### config.mk
export PLATFORM = sky130hd
export DESIGN_NAME = sram_lane_ctrl
export DESIGN_NICKNAME = d
export VERILOG_FILES = /design/src/rtl/sram_lane_pkg.sv /design/src/rtl/sram_phase_timer.sv /design/src/rtl/sram_seq_fsm.sv /design/src/rtl/sram_lane_datapath.sv /design/src/rtl/sram_lane_ctrl.sv
export SDC_FILE = /design/constraint.sdc
export NUM_CORES = 1
export LEC_CHECK = 0
export BUFFER_PORTS_ARGS = -buffer_cell sky130_fd_sc_hd__buf_4
export CAP_MARGIN = 5
export CORE_MARGIN = 4
export CORE_UTILIZATION = 45
export CTS_CLUSTER_DIAMETER = 60
export CTS_CLUSTER_SIZE = 28
export DETAILED_ROUTE_END_ITERATION = 10
export PLACE_DENSITY = 0.76
export SLEW_MARGIN = 0
export SYNTH_ARGS = -nofsm -noshare
export SYNTH_HDL_FRONTEND = slang
export SYNTH_SLANG_ARGS = --single-unit
### constraint.sdc
create_clock -name clk -period 1.9 [get_ports clk]
set_clock_uncertainty 0.2 [all_clocks]
set_input_delay 0.285 -clock clk [delete_from_list [all_inputs] [get_ports clk]]
set_output_delay 0.285 -clock clk [all_outputs]
set_load 0.05 [all_outputs]
### src/rtl/sram_lane_pkg.sv
package sram_lane_pkg;
  typedef enum logic [2:0] {
    ST_IDLE, ST_RD, ST_RREC, ST_WR, ST_WREC
  } seq_state_e;

  function automatic int cdiv(input int num, input int den);
    return (num + den - 1) / den;
  endfunction

  function automatic int imax(input int a, input int b);
    return (a > b) ? a : b;
  endfunction
endpackage

### src/rtl/sram_phase_timer.sv
module sram_phase_timer #(
  parameter int CW = 2
) (
  input  logic          clk,
  input  logic          rst_n,
  input  logic          ld,
  input  logic [CW-1:0] ld_val,
  output logic [CW-1:0] cnt,
  output logic          last
);
  always_ff @(posedge clk) begin
    if (!rst_n)          cnt <= '0;
    else if (ld)         cnt <= ld_val;
    else if (cnt != '0)  cnt <= cnt - 1'b1;
  end
  assign last = (cnt == '0);
endmodule

### src/rtl/sram_seq_fsm.sv
module sram_seq_fsm
  import sram_lane_pkg::*;
#(
  parameter int CW       = 2,
  parameter int RD_CYC   = 3,
  parameter int HZ_CYC   = 1,
  parameter int WP_CYC   = 3,
  parameter int WREC_CYC = 1
) (
  input  logic          clk,
  input  logic          rst_n,
  input  logic          accept,
  input  logic          req_write,
  input  logic          req_zero,
  input  logic          cnt_last,
  output seq_state_e    state,
  output logic          ld,
  output logic [CW-1:0] ld_val,
  output logic          capture,
  output logic          done
);
  seq_state_e nxt;

  always_comb begin
    nxt     = state;
    ld      = 1'b0;
    ld_val  = '0;
    capture = 1'b0;
    done    = 1'b0;
    unique case (state)
      ST_IDLE: if (accept && !req_zero) begin
        ld     = 1'b1;
        nxt    = req_write ? ST_WR : ST_RD;
        ld_val = req_write ? CW'(WP_CYC - 1) : CW'(RD_CYC - 1);
      end
      ST_RD: if (cnt_last) begin
        capture = 1'b1;
        ld      = 1'b1;
        ld_val  = CW'(HZ_CYC - 1);
        nxt     = ST_RREC;
      end
      ST_WR: if (cnt_last) begin
        ld     = 1'b1;
        ld_val = CW'(WREC_CYC - 1);
        nxt    = ST_WREC;
      end
      ST_RREC, ST_WREC: if (cnt_last) begin
        done = 1'b1;
        nxt  = ST_IDLE;
      end
      default: nxt = ST_IDLE;
    endcase
  end

  always_ff @(posedge clk) begin
    if (!rst_n) state <= ST_IDLE;
    else        state <= nxt;
  end
endmodule

### src/rtl/sram_lane_datapath.sv
module sram_lane_datapath #(
  parameter int LANES  = 4,
  parameter int LANE_W = 8,
  localparam int DW    = LANES * LANE_W
) (
  input  logic             clk,
  input  logic             rst_n,
  input  logic             accept,
  input  logic [LANES-1:0] mask_in,
  input  logic [DW-1:0]    wdata_in,
  input  logic             drive,
  input  logic             capture,
  input  logic             clear_rd,
  input  logic [DW-1:0]    din,
  output logic [LANES-1:0] mask_q,
  output logic [DW-1:0]    dq_out,
  output logic [LANES-1:0] dq_oe,
  output logic [DW-1:0]    rdata
);
  logic [DW-1:0] wdata_q;

  always_ff @(posedge clk) begin
    if (!rst_n) begin
      mask_q  <= '0;
      wdata_q <= '0;
    end else if (accept) begin
      mask_q  <= mask_in;
      wdata_q <= wdata_in;
    end
  end

  for (genvar g = 0; g < LANES; g++) begin : g_lane
    assign dq_out[g*LANE_W +: LANE_W] = wdata_q[g*LANE_W +: LANE_W];
    assign dq_oe[g] = drive & mask_q[g];
    always_ff @(posedge clk) begin
      if (!rst_n || clear_rd)
        rdata[g*LANE_W +: LANE_W] <= '0;
      else if (capture)
        rdata[g*LANE_W +: LANE_W] <= mask_q[g] ? din[g*LANE_W +: LANE_W] : '0;
    end
  end
endmodule

### src/rtl/sram_lane_ctrl.sv
module sram_lane_ctrl
  import sram_lane_pkg::*;
#(
  parameter int ADDR_W   = 19,
  parameter int LANES    = 4,
  parameter int LANE_W   = 8,
  parameter int CLK_NS   = 8,
  parameter int T_RC_NS  = 20,
  parameter int T_AA_NS  = 20,
  parameter int T_ACS_NS = 20,
  parameter int T_WC_NS  = 20,
  parameter int T_WP_NS  = 15,
  parameter int T_CW_NS  = 15,
  parameter int T_DW_NS  = 9,
  parameter int T_HZ_NS  = 8
) (
  input  logic                     clk,
  input  logic                     rst_n,
  input  logic                     req_valid,
  output logic                     req_ready,
  input  logic                     req_write,
  input  logic [ADDR_W-1:0]        req_addr,
  input  logic [LANES-1:0]         req_mask,
  input  logic [LANES*LANE_W-1:0]  req_wdata,
  output logic                     rsp_valid,
  output logic [LANES*LANE_W-1:0]  rsp_rdata,
  output logic [ADDR_W-1:0]        mem_addr,
  output logic [LANES-1:0]         mem_cs_n,
  output logic                     mem_we_n,
  output logic                     mem_oe_n,
  output logic [LANES*LANE_W-1:0]  mem_dq_out,
  output logic [LANES-1:0]         mem_dq_oe,
  input  logic [LANES*LANE_W-1:0]  mem_dq_in
);
  localparam int RD_CYC   = imax(imax(cdiv(T_RC_NS, CLK_NS), cdiv(T_AA_NS, CLK_NS)),
                                 imax(cdiv(T_ACS_NS, CLK_NS), 1));
  localparam int HZ_CYC   = imax(cdiv(T_HZ_NS, CLK_NS), 1);
  localparam int WP_CYC   = imax(imax(cdiv(T_WP_NS, CLK_NS), cdiv(T_CW_NS, CLK_NS)),
                                 HZ_CYC + imax(cdiv(T_DW_NS, CLK_NS), 1));
  localparam int WREC_CYC = imax(cdiv(T_WC_NS, CLK_NS) - WP_CYC, 1);
  localparam int MAX_CYC  = imax(imax(RD_CYC, HZ_CYC), imax(WP_CYC, WREC_CYC));
  localparam int CW       = imax($clog2(MAX_CYC + 1), 1);
  localparam logic [CW-1:0] DRV_AT = CW'(WP_CYC - 1 - HZ_CYC);

  seq_state_e       state;
  logic             accept, req_zero, ld, capture, done, cnt_last, drive;
  logic [CW-1:0]    ld_val, cnt;
  logic [LANES-1:0] mask_q;

  assign req_ready = (state == ST_IDLE);
  assign accept    = req_valid && req_ready;
  assign req_zero  = (req_mask == '0);

  sram_phase_timer #(.CW(CW)) u_timer (
    .clk(clk), .rst_n(rst_n), .ld(ld), .ld_val(ld_val), .cnt(cnt), .last(cnt_last)
  );

  sram_seq_fsm #(
    .CW(CW), .RD_CYC(RD_CYC), .HZ_CYC(HZ_CYC), .WP_CYC(WP_CYC), .WREC_CYC(WREC_CYC)
  ) u_fsm (
    .clk(clk), .rst_n(rst_n), .accept(accept), .req_write(req_write),
    .req_zero(req_zero), .cnt_last(cnt_last), .state(state), .ld(ld),
    .ld_val(ld_val), .capture(capture), .done(done)
  );

  assign drive = ((state == ST_WR) && (cnt <= DRV_AT)) || (state == ST_WREC);

  sram_lane_datapath #(.LANES(LANES), .LANE_W(LANE_W)) u_dp (
    .clk(clk), .rst_n(rst_n), .accept(accept), .mask_in(req_mask),
    .wdata_in(req_wdata), .drive(drive), .capture(capture),
    .clear_rd(accept && req_zero && !req_write), .din(mem_dq_in),
    .mask_q(mask_q), .dq_out(mem_dq_out), .dq_oe(mem_dq_oe), .rdata(rsp_rdata)
  );

  always_ff @(posedge clk) begin
    if (!rst_n) begin
      mem_addr  <= '0;
      rsp_valid <= 1'b0;
    end else begin
      if (accept) mem_addr <= req_addr;
      rsp_valid <= done || (accept && req_zero);
    end
  end

  always_comb begin
    mem_cs_n = '1;
    if (state == ST_RD || state == ST_WR || state == ST_WREC) mem_cs_n = ~mask_q;
  end
  assign mem_we_n = (state != ST_WR);
  assign mem_oe_n = (state != ST_RD);
endmodule

==> results of run 1 <==
==> sequential cells by signal (all words and copies together) (netlist names) <==
signal	count
u_dp.dq_out	32
u_timer.cnt	2
u_dp.rdata	32
u_fsm.state	3
mem_addr	19
u_dp.mask_q	4
rsp_valid	1
==> area by class of cell <==
| class | instances | area (sq um) |
|---|---|---|
| well taps | 99 | 124 |
| flip-flops and latches | 93 | 1870 |
| diodes | 1 | 2.50 |
| repair buffers | 293 | 2590 |
| clock inverters | 7 | 120 |
| clock buffers | 9 | 124 |
| inverters | 4 | 15.0 |
| multi-input cells | 304 | 1540 |
| fillers | 399 | 1030 |
==> worst register-to-register path, delay by kind of cell, from the launching register on <==
kind / cells / cell delay [ns]
buffers and inverters: 3 / 0.46
flip-flops: 1 / 0.35
AND/OR/NAND/NOR: 1 / 0.56
AO/OA/AOI/OAI: 2 / 0.35
==> repair_timing <==
action | CTS | global route
pin swaps | 9 | 5
setup endpoints to repair | 9 | 53
resized for setup | 31 | 15
setup buffers | 5 | 7
hold buffers | 72 | 2
cloned | 0 | 5
hold endpoints to repair | 72 | 2
==> metrics by stage <==
step	instance area (sq um)	std cells	total power [W]
3_5_place_dp	5050	702	0.00395
3_3_place_gp	5050	702	0.00392
6_report	6380	810	0.00588
2_1_floorplan	3530	438	0.00333
5_1_grt	6370	809	0.00609
4_1_cts	6160	795	0.00570
==> worst paths after layout <==
| check | slack (ns) | cells past startpoint | end |
|---|---|---|---|
| worst min register to register | 0.26 | 2 | u_dp.rdata[2] |
| worst min-delay path | 0.003 | 3 | u_dp.rdata[10] |
| worst max register to register | -0.11 | 6 | u_dp.rdata[12] |
| worst max-delay path | -0.16 | 4 | mem_dq_oe[0] |
==> cell families (layout without fill, tap and decap cells) <==
group / Yosys count / after routing / synth area share (%)
AOI/OAI and AO/OA: 96 / 96 / 14.8
xor gates and xnor gates: 1 / 1 / 0.250
adders and majority gates: 2 / 2 / 0.713
buffers and inverters: 41 / 313 / 5.63
DFF: 93 / 93 / 53.0
muxes: 1 / 1 / 0.321
other: 0 / 1 / 0
and+or+nand+nor: 204 / 204 / 25.2
==> placed cells by master, fill, tap and decap left out, types with 4 or more instances in the layout <==
cell type                         n
sky130_fd_sc_hd__clkbuf_8         9
sky130_fd_sc_hd__buf_8            9
sky130_fd_sc_hd__dlygate4sd3_1   74
sky130_fd_sc_hd__buf_6            9
sky130_fd_sc_hd__buf_12           4
sky130_fd_sc_hd__nand2_2          4
sky130_fd_sc_hd__buf_4          194
sky130_fd_sc_hd__a21oi_1         87
sky130_fd_sc_hd__and2_4           4
sky130_fd_sc_hd__dfxtp_2          4
sky130_fd_sc_hd__dfxtp_1         89
sky130_fd_sc_hd__nand2_1        143
sky130_fd_sc_hd__nand3_1         33
==> where the power goes <==
group	switching [W]	total, W	internal, W
Sequential	0.000108	0.00222	0.00211
Clock	0.000728	0.00161	0.000882
Combinational	0.00123	0.00205	0.000815
==> layer usage <==
metal  wire, microns  up-vias  track usage [%]
met3            1350       44             7.51
met2            7150      236             48.7
met5               0        -                0
met1            4910     2006             28.1
li1                -     1979                -
met4             414        0             10.7
==> flow_results.org, run 1 <==
** Synthesis
- Unique masters post-synth :: 34
- Netlist area before placement :: about 3500 sq um
- Most used standard cell by instance count after synthesis :: sky130_fd_sc_hd__nand2_1
- Counting every net in the synthesized netlist gives 531.
- Yosys printed 0 warnings.
- Post-synth top cells :: sky130_fd_sc_hd__nand2_1 (149), sky130_fd_sc_hd__dfxtp_1 (93), sky130_fd_sc_hd__a21oi_1 (87)
- Count of flip-flops with a built-in enable after synthesis :: 0
- Of all flip-flops after synthesis, the portion carrying an async set or reset was 0%.
- Seq cells post-synth :: 93
- The share of synthesized area in the top cell type comes to between 50% and 60%.
- Ys flop type :: sky130_fd_sc_hd__dfxtp_1
- After technology mapping, the gate count stands at roughly 440.
- Sequential elements use a little over half of the synthesized area.
- Synth top area cells :: sky130_fd_sc_hd__dfxtp_1 (53%), sky130_fd_sc_hd__nand2_1 (16%), sky130_fd_sc_hd__a21oi_1 (12%), sky130_fd_sc_hd__nand3_1 (4.7%), sky130_fd_sc_hd__clkbuf_1 (2.0%)
- Avg Synthesized Cell Area :: 8.01 sq um
- Cell taking the most area after synthesis :: sky130_fd_sc_hd__dfxtp_1

** STA
- The max-slew violation count is 0.
- Unrepaired setup endpoints after global routing :: true
- Final period demand of the worst path :: 2.06 ns
- Final Hold Slack :: between 0.002 and 0.003 ns
- Fmax achieved :: 486 MHz
- The worst pin sits at a relative slew slack of between 70 and 80%.
- Final worst setup slack :: -0.157 ns
- Adding up every negative setup slack in the final design gives -3.84 ns.
- Final period util :: 108%
- Total setup violations reported at the end of the flow :: between 40 and 50
- At the pin with the least slew margin, the transition time is ~0.44 ns.
- The count of endpoints failing hold in the final timing report came to 0.

** Placed design
- Port buffering added roughly 190 buffers.
- Timing analysis after detailed placement gives a worst setup slack of 0.0139 ns.
- Placed wire-length estimate after detailed placement :: between 7000 and 8000 microns
- At the end of routability-driven placement, the weighted congestion stood at 0.879.

** Clock network
- Number of buffers created by CTS :: 9
- After clock tree synthesis, the clock-pin slew on the worst setup and hold paths is approximately 0.09 ns.
- Worst-skew pair later-pin latency :: roughly 0.36 ns
- Max H-tree Level :: 3
- CTS root buf :: sky130_fd_sc_hd__clkbuf_8
- CTS tree :: yes
- Maximum number of buffers from clock root to sink :: 2
- For this design, the sink count on the clock tree is 93.

** Die
- In this run the vertical extent of the chip is approximately 96 microns.
- Core Footprint :: approximately 7400 sq um
- Once the floorplan was initialized, standard cells occupied between 40% and 50% of the core.
- During I/O placement, the number of pins put on the boundary was 186.
- Overall die area :: roughly 9300 sq um
- Die Wd :: between 90 and 100 microns
- Cell row count :: 31

** Power
- Peak supply drop :: 0.697 mV
- The analysis attributes to cell leakage a power of 2.79 nW.
- In this run the power density over the cells is 922 nW/um^2.

** Detailed routing
- Number of iterations in the first detailed-routing pass :: 6
- After detailed routing, the average wire length per cell comes to 17.1 microns.
- Once detail routing completed, the nets flagged for antenna violations numbered 0.
- In the routed design, unresolved DRC markers number 0.
- Dividing the detail-routed via count by the number of cells gives between 5 and 6.
- Final Routed Wirelength :: between 10000 and 15000 microns
- The detailed router placed ~4300 vias in this run.
- After the first detailed-routing iteration, the DRC count stood at between 200 and 300.

** Worst setup path
- Critical Setup Path Class :: reg -> out
- Worst Setup SP :: u_fsm.state[1]
- The startpoint identified for the worst register-to-register timing path is u_fsm.state[1].
- At the worst endpoint, the required time is about 1.4 ns.
- Worst-path cell chain :: or3b_4, o21ai_4, and2_4, buf_8
- Largest stage delay on the critical path :: 0.44 ns
- Data arrives at the worst endpoint at between 1.5 and 2 ns.
- Critical-path cell with the highest stage delay :: sky130_fd_sc_hd__or3b_4
- Largest fanout of any net on the critical path :: 4
- The worst setup path is captured at an output port.
- Counting both buffers and inverters, the worst setup path holds a total of 1.
- The kind of cell with the highest combined delay along the critical path is simple AND/OR/NAND/NOR gates.
- The worst setup path is launched from a flip-flop.

** Global route
- Wire length of the first global-routing pass :: between 15000 and 20000 microns
- Pin count of the biggest net entering global routing :: 52
- The number of antenna violations at the first check in global routing is 0.
- Via count of the first global-routing pass :: between 3000 and 4000
- Summed over all layers, the global routing overflow is 0.
- GRT Resource Usage Total :: approximately a quarter

** Cells and area
- Utilization after layout :: between 80% and 90%
- The final layout contains about 800 nets.
- Cells with a size suffix above 1 make up a little over a third of the layout.
- Area growth, synth to finish :: 81.7%

** Status
- The run finished, with violations left.
- The checks that failed: negative setup slack.

** Flow run
- Maxcap violations :: 0

** Hold path
- Hold path start :: mem_dq_in[10]
- The tightest min-delay check is of the in -> reg type.
Note: power is estimated with default switching activity, not from simulation.
==> run 2: changes to the inputs <==
--- a/config.mk
+++ b/config.mk
@@ -7,7 +7,7 @@
 export LEC_CHECK = 0
 export BUFFER_PORTS_ARGS = -buffer_cell sky130_fd_sc_hd__buf_4
 export CAP_MARGIN = 5
-export CORE_MARGIN = 4
+export CORE_MARGIN = 3
 export CORE_UTILIZATION = 45
 export CTS_CLUSTER_DIAMETER = 60
 export CTS_CLUSTER_SIZE = 28
==> run 2 against run 1 <==
The flow still finishes with violations (negative setup slack). Worst setup slack improved by 0.0034 ns. Power fell by 4.3%. Critical path type unchanged. Final cell count fell by 0.86%. Sequential power barely moved. Routed wire length fell by 9.4%. Combinational power fell by 5%.
==> flow_results.org, run 2 (synthesized netlist as in run 1, its figures left out) <==
** Hold path
- The worst hold path was traced through 3 stages.
- Capture endpoint of the worst hold path :: u_dp.rdata[0]
- The min-delay analysis places its worst path in the category in -> reg.
- In this run the most critical hold path is launched from mem_dq_in[0].

** STA
- The worst pin sits at a relative slew slack of roughly three quarters.
- The count of endpoints failing hold in the final timing report was 0.
- Setup total negative slack :: -1.01 ns
- Setup violations remaining at the end of the flow were counted as 9.
- Subtracting the final worst setup slack from the clock period gives 2.05 ns.
- At the pin with the least slew margin, the transition time is between 0.3 and 0.4 ns.
- The max-slew violation count is 0.
- Unrepaired setup endpoints after global routing :: true
- Final worst setup slack :: -0.153 ns
- Final hold analysis gives a worst-case slack of between 0.004 and 0.005 ns.
- Based on the critical path, the design can be clocked at up to approximately 490 MHz.
- The final critical path takes up 108% of the cycle.

** Power
- Int Power :: about 0.0036 W
- Clock network fraction of design power :: a little over a quarter
- Total power draw :: about 0.0056 W
- The analysis attributes to cell leakage a power of roughly 2.7 nW.
- The share of total power dissipated in sequential elements is between 30% and 40%.
- In this run switching power makes up 35.8% of total power.
- Peak supply drop :: slightly below 0.6 mV
- Summed over all nets, the switching power comes to between 0.002 and 0.0025 W.
- For this design the ratio of total power to cell area is approximately 910 nW/um^2.
- The share of total power dissipated in combinational logic is approximately a third.

** Detailed routing
- Number of DRC violations after detailed routing :: 0
- Routed wire per std cell :: approximately 16 microns
- Via count of the routed design :: approximately 4100
- The first routing iteration left 181 violations.
- Final Routed Wirelength :: 12500 microns
- Number of iterations in the first detailed-routing pass :: 4
- Using the TritonRoute via totals, the vias-per-cell ratio works out to ~5.1.
- Count of antenna-violating nets left after detailed routing :: 0

** Cells and area
- Leading cell type in the layout, fill and taps excluded :: sky130_fd_sc_hd__buf_4
- The net count of the finished layout is about 800.
- Fraction of final layout cells with drive strength greater than 1 :: around 36%
- Most frequent cells in the layout :: sky130_fd_sc_hd__buf_4 (198), sky130_fd_sc_hd__nand2_1 (144), sky130_fd_sc_hd__dfxtp_1 (89)
- The number of antenna diodes in the final layout is 0.
- Area growth, synth to finish :: 76.6%
- Final standard cell count with taps included and fillers excluded :: between 800 and 900

** Placed design
- Routability-driven placement finished with a final weighted congestion of 0.754.
- Placed wire-length estimate after detailed placement :: roughly 7600 microns
- IO Port Bufs :: roughly 190
- The number of placed instances, taps included, is 708.

** Clock network
- For the worst-skew pair, the clock arrives at the later sink with an insertion delay of ~0.36 ns.
- The H-tree was split into 3 levels.
- TritonCTS built the clock tree.
- Sinks on the clock net :: 93
- Clock input transition at the sequential cells of the worst setup and hold paths :: 0.10 ns
- The tree is rooted in a sky130_fd_sc_hd__clkbuf_8.
- The clock passes through at most 2 buffers.
- Number of buffers created by CTS :: 9

** Die
- Overall die area :: 8890 sq um
- Die Wd :: 94.3 microns
- Y dimension of the die :: roughly 94 microns
- For this configuration, the core starts out at a cell density of a little under half.
- Core Footprint :: ~7400 sq um
- Cell row count :: 31
- Number of ports placed on the die boundary :: 186

** Worst setup path
- Gate family responsible for the most delay along the worst path :: simple AND/OR/NAND/NOR gates
- The signal on the critical path passes through or3b_4, o21ai_4, and2_4, buf_8.
- The critical path is of the reg -> out type.
- Largest fanout of any net on the critical path :: 4
- Capturing element type of the critical path :: output port
- End of the worst register-to-register path :: u_dp.rdata[24]
- CP Depth :: 4
- STA puts the critical path data required time at ~1.4 ns.
- Flop2flop setup slack :: 0 ns
- Critical-path cell with the highest stage delay :: sky130_fd_sc_hd__or3b_4
- Signal arrival time at the worst endpoint :: ~1.6 ns
- The worst setup path is launched from a flip-flop.
- Critical register-to-register path startpoint :: u_fsm.state[2]
- Critical path buffer and inverter count :: 1
- On the worst path, the slowest cell contributes a delay of about 0.42 ns.
- The worst register-to-register path has a depth of 5.
- The most critical setup path has its startpoint at u_fsm.state[2].

** Global route
- The number of antenna violations at the first check in global routing came to 0.
- GRT Resource Usage Total :: 27.9%
- Via count of the first global-routing pass :: between 4000 and 5000
- The first global-routing pass estimated 19500 microns of wire.
- Pin count of the biggest net entering global routing :: 37
- Global-route congestion overflow total :: 0

** Flow run
- Maxcap violations :: 0

** Status
- The final reports fail on negative setup slack.
- The run finished, with violations left.
==> run 2: repair_timing <==
item | 4_1_cts | 5_1_grt
hold buffers | 73 | 0
hold endpoints to repair | 73 | 0
gates resized for setup | 19 | 19
gates cloned | 0 | 0
setup buffers | 2 | 4
pin swaps | 5 | 8
setup endpoints to repair | 9 | 11
==> run 2: power by group through the flow <==
stage	combinational, W	clock (W)	sequential [W]
2_1_floorplan	0.000663	0	0.00267
3_3_place_gp	0.00169	0	0.00224
3_5_place_dp	0.00171	0	0.00225
4_1_cts	0.00187	0.00149	0.00220
5_1_grt	0.00206	0.00158	0.00223
6_report	0.00194	0.00147	0.00221
==> run 2: area by class of cell <==
type / count / area, sq um
timing repair buffer: 287 / 2440
sequential: 93 / 1870
multi-input combinational: 304 / 1530
fill: 451 / 1210
clock buffer: 9 / 124
tap: 99 / 124
clock inverter: 7 / 96.3
inverter: 4 / 15.0
==> run 2: worst max-delay path by stage <==
| stage | end | slack, ns |
|---|---|---|
| finish | mem_dq_oe[3] | -0.15 |
| floorplan | mem_dq_oe[0] | -0.13 |
| CTS | mem_dq_oe[1] | -0.15 |
| detailed placement | u_dp.rdata[19] | 0.01 |
| global placement | u_dp.rdata[28] | 0.05 |
| global route | mem_dq_oe[2] | -0.20 |
==> run 2: metal layers <==
metal	vias to the layer above	wire, microns	GRT usage [%]	part of all wire (%)
met5	-	0	0	0
met4	0	488	16.5	3.9
met3	44	939	7.45	7.5
met2	189	6460	49.7	52
met1	1907	4630	29.2	37
li1	1966	-	-	-
==> run 2: worst reg2reg max path, delay by kind of cell (launching register included) <==
family / cells / cell delay, ns
and+or+nand+nor: 1 / 0.57
AOI/OAI and AO/OA: 2 / 0.31
DFF: 1 / 0.37
buffers and inverters: 2 / 0.33
==> run 2: through the flow <==
stage / setup WS, ns / util (%) / instance area (sq um)
6_report: -0.153 / 83.7 / 6200
4_1_cts: -0.154 / 82.4 / 6110
2_1_floorplan: -0.128 / - / 3530
5_1_grt: -0.197 / 83.7 / 6200
3_5_place_dp: 0.0130 / 68.5 / 5070
3_3_place_gp: 0.0519 / 68.5 / 5070
